--- src/rtl/vpalu_pkg.sv ---
package vpalu_pkg;
  typedef enum logic [1:0] {
    OP_AND = 2'b00,
    OP_ADD = 2'b01,
    OP_SUB = 2'b10,
    OP_MUL = 2'b11
  } vpalu_op_e;

  localparam int unsigned OP_W = 2;
endpackage

--- src/rtl/vpalu_iso.sv ---
module vpalu_iso
  import vpalu_pkg::*;
#(
  parameter int unsigned DW      = 32,
  parameter bit          ISOLATE = 1'b1
) (
  input  logic [DW-1:0]   a_in,
  input  logic [DW-1:0]   b_in,
  input  logic [OP_W-1:0] op_in,
  input  logic            op_ok,
  output logic [DW-1:0]   mul_a,
  output logic [DW-1:0]   mul_b
);
  generate
    if (ISOLATE) begin : g_gate
      logic use_mul;
      assign use_mul = op_ok && (vpalu_op_e'(op_in) == OP_MUL);
      assign mul_a   = use_mul ? a_in : '0;
      assign mul_b   = use_mul ? b_in : '0;
    end else begin : g_pass
      assign mul_a = a_in;
      assign mul_b = b_in;
    end
  endgenerate
endmodule

--- src/rtl/vpalu_core.sv ---
module vpalu_core
  import vpalu_pkg::*;
#(
  parameter int unsigned DW = 32
) (
  input  logic [DW-1:0]   a_in,
  input  logic [DW-1:0]   b_in,
  input  logic [DW-1:0]   mul_a,
  input  logic [DW-1:0]   mul_b,
  input  logic [OP_W-1:0] op_in,
  output logic [DW-1:0]   raw
);
  logic [DW-1:0] and_r, add_r, sub_r, mul_r;

  assign and_r = a_in & b_in;
  assign add_r = a_in + b_in;
  assign sub_r = a_in - b_in;
  assign mul_r = mul_a * mul_b;

  always_comb begin
    unique case (vpalu_op_e'(op_in))
      OP_AND:  raw = and_r;
      OP_ADD:  raw = add_r;
      OP_SUB:  raw = sub_r;
      default: raw = mul_r;
    endcase
  end
endmodule

--- src/rtl/vpalu_vgate.sv ---
module vpalu_vgate #(
  parameter int unsigned DW   = 32,
  parameter int unsigned NSUP = 3
) (
  input  logic [NSUP-1:0] sup_vld,
  input  logic [DW-1:0]   raw,
  output logic            out_vld,
  output logic [DW-1:0]   out_data
);
  assign out_vld  = &sup_vld;
  assign out_data = out_vld ? raw : '0;
endmodule

--- src/rtl/vpalu_top.sv ---
module vpalu_top
  import vpalu_pkg::*;
#(
  parameter int unsigned DW      = 32,
  parameter bit          ISOLATE = 1'b1
) (
  input  logic            clk,
  input  logic            rst_n,
  input  logic [DW-1:0]   a_data,
  input  logic            a_vld,
  input  logic [DW-1:0]   b_data,
  input  logic            b_vld,
  input  logic [1:0]      op_code,
  input  logic            op_vld,
  output logic [DW-1:0]   res_data,
  output logic            res_vld
);
  localparam int unsigned NSUP = 3;

  logic [DW-1:0] mul_a, mul_b, raw, gated;
  logic          nxt_vld;

  vpalu_iso #(.DW(DW), .ISOLATE(ISOLATE)) u_iso (
    .a_in(a_data), .b_in(b_data), .op_in(op_code), .op_ok(op_vld),
    .mul_a(mul_a), .mul_b(mul_b)
  );

  vpalu_core #(.DW(DW)) u_core (
    .a_in(a_data), .b_in(b_data), .mul_a(mul_a), .mul_b(mul_b),
    .op_in(op_code), .raw(raw)
  );

  vpalu_vgate #(.DW(DW), .NSUP(NSUP)) u_vg (
    .sup_vld({a_vld, b_vld, op_vld}), .raw(raw),
    .out_vld(nxt_vld), .out_data(gated)
  );

  always_ff @(posedge clk or negedge rst_n) begin
    if (!rst_n) begin
      res_vld  <= 1'b0;
      res_data <= '0;
    end else begin
      res_vld  <= nxt_vld;
      res_data <= gated;
    end
  end
endmodule

--- config.mk ---
export PLATFORM = sky130hd
export DESIGN_NAME = vpalu_top
export DESIGN_NICKNAME = d
export VERILOG_FILES = /design/src/rtl/vpalu_pkg.sv /design/src/rtl/vpalu_iso.sv /design/src/rtl/vpalu_core.sv /design/src/rtl/vpalu_vgate.sv /design/src/rtl/vpalu_top.sv
export SDC_FILE = /design/constraint.sdc
export NUM_CORES = 1
export LEC_CHECK = 0
export ABC_AREA = 1
export BUFFER_PORTS_ARGS = -buffer_cell sky130_fd_sc_hd__buf_4
export CORE_MARGIN = 1.5
export CORE_UTILIZATION = 50
export CTS_CLUSTER_DIAMETER = 50
export DETAILED_ROUTE_END_ITERATION = 16
export GPL_ROUTABILITY_DRIVEN = 1
export MAX_ROUTING_LAYER = met4
export PLACE_DENSITY = 0.67
export SETUP_SLACK_MARGIN = 0.4
export SYNTH_ARGS = -nofsm -noshare
export SYNTH_HDL_FRONTEND = slang
export SYNTH_SLANG_ARGS = --single-unit
--- constraint.sdc ---
create_clock -name clk -period 0.8 [get_ports clk]
set_input_delay 0.16 -clock clk [delete_from_list [all_inputs] [get_ports clk]]
set_output_delay 0.16 -clock clk [all_outputs]
set_load 0.05 [all_outputs]
# After elaboration in Yosys (flattened, before gate mapping)
# Index checks and enable logic that the tools add are counted.
word_totals:
  output_inout_bits: 33
  input_bits: 71
  ff_bits: 33
  word_cells: 16
classes:
  n_reduce_logical: 3
  bitwise: 1
  muxes: 4
  addsub: 2
  mul: 1
  n_eq_ne: 3
op_table:
  columns: ["operator", "n"]
  rows:
  - ["32-bit 2-to-1 mux", 3]
  - ["32-bit case mux with 3 select lines", 1]
  - ["32-bit adder", 1]
  - ["32-bit AND", 1]
  - ["32-bit by 32-bit multiplier with 32-bit output", 1]
  - ["32-bit subtractor", 1]
  - ["2-bit equality test (second input constant)", 2]
  - ["3-bit AND reduction", 1]
  - ["2-bit by 1-bit equality test with 1-bit output (second input constant)", 1]
  - ["2-bit logical NOT", 1]
  - ["1-bit logical AND", 1]

# Logic depth before layout (Yosys ltp)
logic_depth:
  word_depth: 6
  ltp_mapped: 38
  ltp_nobuf: 34

# Modules after synthesis
# A second synthesis with hierarchy kept.
unflattened:
  cells_unflattened: 3163
  area_unflattened_um2: 22096.2
modules_own_cells:
  columns: ["mod", "cells_each", "area_per_inst_um2", "seq_area_each_um2", "instances"]
  rows:
  - ["vpalu_core", 2926, 20254.4, 0.0, 1]
  - ["vpalu_top", 33, 825.8, 825.8, 1]
  - ["vpalu_iso", 135, 715.7, 0.0, 1]
  - ["vpalu_vgate", 69, 300.3, 0.0, 1]

# Least setup slack after synthesis
# OpenSTA, ideal clock, no wires.
synth_path:
  kind: "input-to-reg"
  start: "input op_code[0]"
  end: "register res_data[28]"
  path_stages: 33
  setup_slack_ns: -6.357
  setup_ns: 0.122
  t_required_ns: 0.678
  arrival_ns: 7.035
  n_path_buf: 4
  path_cell_list: "ha_1 buf_6 nand2_4 buf_2 buf_1 clkbuf_1 nor3_1 fa_1 inv_1 fa_1 fa_1 fa_1 inv_1 fa_1 inv_1 fa_1 inv_1 fa_1 fa_1 ha_1 nand4_1 nor3_1 nand4_1 nand3_1 nand2_1 nand2_1 nand2_1 nand2_1 a21oi_1 nand2_1 nand2_1 o21ai_0 nor2_1"
synth_between:
  elab_chain_cells: 6
  elab_cells_between_ends: 10
  cone_classes: "mul: 1; eq/ne: 3; mux: 4; reduce/logical: 2"
synth_rtl:
  columns: ["element", "line_no", "rtl"]
  rows:
  - ["from (decl)", "vpalu_top.sv:13", "input logic [1:0] op_code,"]
  - ["2-bit equality test", "vpalu_iso.sv:17", "assign use_mul = op_ok && (vpalu_op_e'(op_in) == OP_MUL);"]
  - ["1-bit logical AND", "vpalu_iso.sv:17", null]
  - ["32-bit 2-to-1 mux (on tied branches)", "vpalu_iso.sv:18, vpalu_iso.sv:19", null]
  - ["32-bit by 32-bit multiplier with 32-bit output", "vpalu_core.sv:18", "assign mul_r = mul_a * mul_b;"]
  - ["32-bit case mux with 3 select lines (*)", "vpalu_core.sv:21", "unique case (vpalu_op_e'(op_in))"]
  - ["32-bit 2-to-1 mux (*)", "vpalu_vgate.sv:11", "assign out_data = out_vld ? raw : '0;"]
  - ["via gated[28]", "vpalu_top.sv:20", "logic [DW-1:0] mul_a, mul_b, raw, gated;"]
  - ["to (signal assigned)", "vpalu_top.sv:44", "res_data <= gated;"]
  - ["to (decl)", "vpalu_top.sv:15", "output logic [DW-1:0] res_data,"]
# The timed path passes the listed nets; every way through them passes the cells marked *.

# Worst setup path in the final report
layout_path:
  start: "input op_code[0]"
  end: "register res_data[29]"
# Same word-level chain as after synthesis.

==> metrics.yaml <==
cp_max_fo: 7
num-fill-cells: 2990
cp-end-kind: "register"
core_area_mm2: 0.0398
grt_use_total_pct: 50.1
ys_top_cells_by_area: "fa_1 40%, inv_1 11%, ha_1 9.8%"
htreeDepth: 2
fin_util_pct: 72.7
ant_nets: 0
clock-sinks: 33
p_per_area_mw_per_mm2: 965
dr.pass1.iters: 6
crit_top_cell: "fa_1"
slowest_delay_ns: 0.56
path_buf_inv: 10
max_freq_mhz: 145
tightestPinTransition_ns: 1.18
synth_edf_count: 0
drt_iter0_drc: 2638
dp_hpwl_um: 84100
ios: 104
vias: 22500
avgViaCountPerCell: 5.84
synth_cell_types: 52
violations: "negative hold slack, negative setup slack"
synth_top_area_cell: "fa_1"
totalWireLength_um: 104000
period_share_pct: 863
path_clk_slew_ns: 0.06
drive_gt1_share_pct: 34.8
cp_top_family: "adder cells"
synthArstFlopShare_pct: 100
io_buffers: 103
syn_nets: 3318
arrival_ns: 7.14
relSlewSlack_pct: 20.6
clk_path_buf_depth: 2
syn_area_mm2: 0.0202
grt_pass1_wl_um: 145000
syn-instance-count: 2679
dieHeight_um: 204
ys_ff_latch: 33
cts_root_buf: "clkbuf_16"
cellLeakagePower_nw: 14.6
numCtsBuffers: 5
drc: 0
critPathKind: "in -> reg"
die_x_um: 204
area_growth_syn_to_layout_pct: 43.1
slew_violations: 0
dp_slack_ns: -6.57
synth-main-ff-cell: "dfrtp_1"
synth_top_area_share_pct: 40.5
fin_hold_ws_ns: -0.320
setup-violations-final: 65
finalHoldViolCount: 33
max_cap_violations: 0
min_period_ns: 6.91
antenna_found_initial: 1
place.gp.congestion: 1.18
die_area_mm2: 0.0417
yosysWarnings: 0
rows: 73
grt_max_degree: 32
crit_slowest_cell: "fa_2"
peakVddDrop_v: 0.000858
holdCritPathClass: "in -> async"
grt_pass1_vias: 23000
avgSynthCellArea_um2: 7.55
synthTopCellsByCount: "582 x inv_1, 475 x nand2_1, 419 x nor2_1"
grt-ovfl-total: 0
final_nets: 3970
synth_most_common_cell: "inv_1"
cts_tree: "built"
initial_utilization_pct: 50.8
rsz0062_at_grt: "yes"
critical_path_required_ns: 1.04
start_kind: "input pin"
finalWorstSetupSlack_ns: -6.11
status: "finished with violations"
avgRoutedWirePerCell_um: 26.9
synth-seq-area-share_pct: 4.08
[per-stage QoR]
stage	power [mW]	TNS, ns	std cells	area (um^2)
final	27.9	-167.77	3858	28900
after global routing	29.0	-171.48	3858	28900
after CTS	25.9	-159.53	3829	28100
after detailed placement	21.7	-168.53	3775	26200
after global placement	21.2	-166.10	3775	26200
after floorplan	12.1	-144.08	2679	20900
[routing by layer]
| metal | part of all wire [%] | global-route usage [%] | wire [um] |
|---|---|---|---|
| met1 | 35 | 60.0 | 36300 |
| met5 | 0 | - | 0 |
| met2 | 43 | 73.9 | 44500 |
| met4 | 11 | 38.9 | 11100 |
| met3 | 12 | 10.1 | 12000 |
[layout by cell type, fill, tap and decap left out, types with 49 or more instances in the layout]
cell type    n
buf_4      585
nor2_2      52
ha_1       101
nand3_1     79
nor2_1     342
fa_1       371
xor2_1      51
inv_1      525
ha_4        57
a21oi_1     86
buf_6       96
nand2_1    446
inv_2       51
o21ai_0     49
[what timing repair did]
action,4_1_cts,5_1_grt
pin swaps,97,88
cloned,4,1
setup endpoints to repair,66,66
hold endpoints to repair,33,33
buffers inserted,42,27
gates resized for setup,353,142
[worst max-delay path by stage]
stage / start / end / cells past startpoint
4_1_cts: op_code[1] / res_data[30]$_DFF_PN0_ / 28
2_1_floorplan: op_code[0] / res_data[28]$_DFF_PN0_ / 34
5_1_grt: op_code[0] / res_data[29]$_DFF_PN0_ / 33
6_report: op_code[0] / res_data[29]$_DFF_PN0_ / 33
3_5_place_dp: op_code[0] / res_data[29]$_DFF_PN0_ / 28
3_3_place_gp: op_code[0] / res_data[29]$_DFF_PN0_ / 28
[where the power goes]
part | internal, mW | switching, mW
Sequential | 1.75 | 0.0543
Clock | 1.16 | 0.951
Combinational | 10.4 | 13.6
[registers in the layout, indices dropped and copies added (netlist names)]
| register | cells |
|---|---|
| res_data | 32 |
| res_vld | 1 |
[kinds of logic (layout without fill, tap and decap cells)]
kind of cell	count (synthesis)	count (layout)	share of synthesized area, %
simple gates	1081	1083	22.6
buf+inv	683	1334	13.1
xor+xnor	65	65	2.85
compound gates	249	249	7.03
other cells	0	1	0
fa+ha+maj	568	568	50.3
flops	33	33	4.08
[area by class of cell]
type                            instances  area (um^2)  area share (%)
Antenna cell                            1         2.50         0.00865
Clock buffer                            5          125           0.432
Clock inverter                          3         22.5          0.0778
Inverter                              600         2340            8.07
Multi-Input combinational cell       1965        18600            64.2
Sequential cell                        33          866            2.99
Tap cell                              525          657            2.27
Timing Repair Buffer                  725         6350            21.9
Timing Repair inverter                  1         8.76          0.0303
Power figures use the tool's default switching activity.
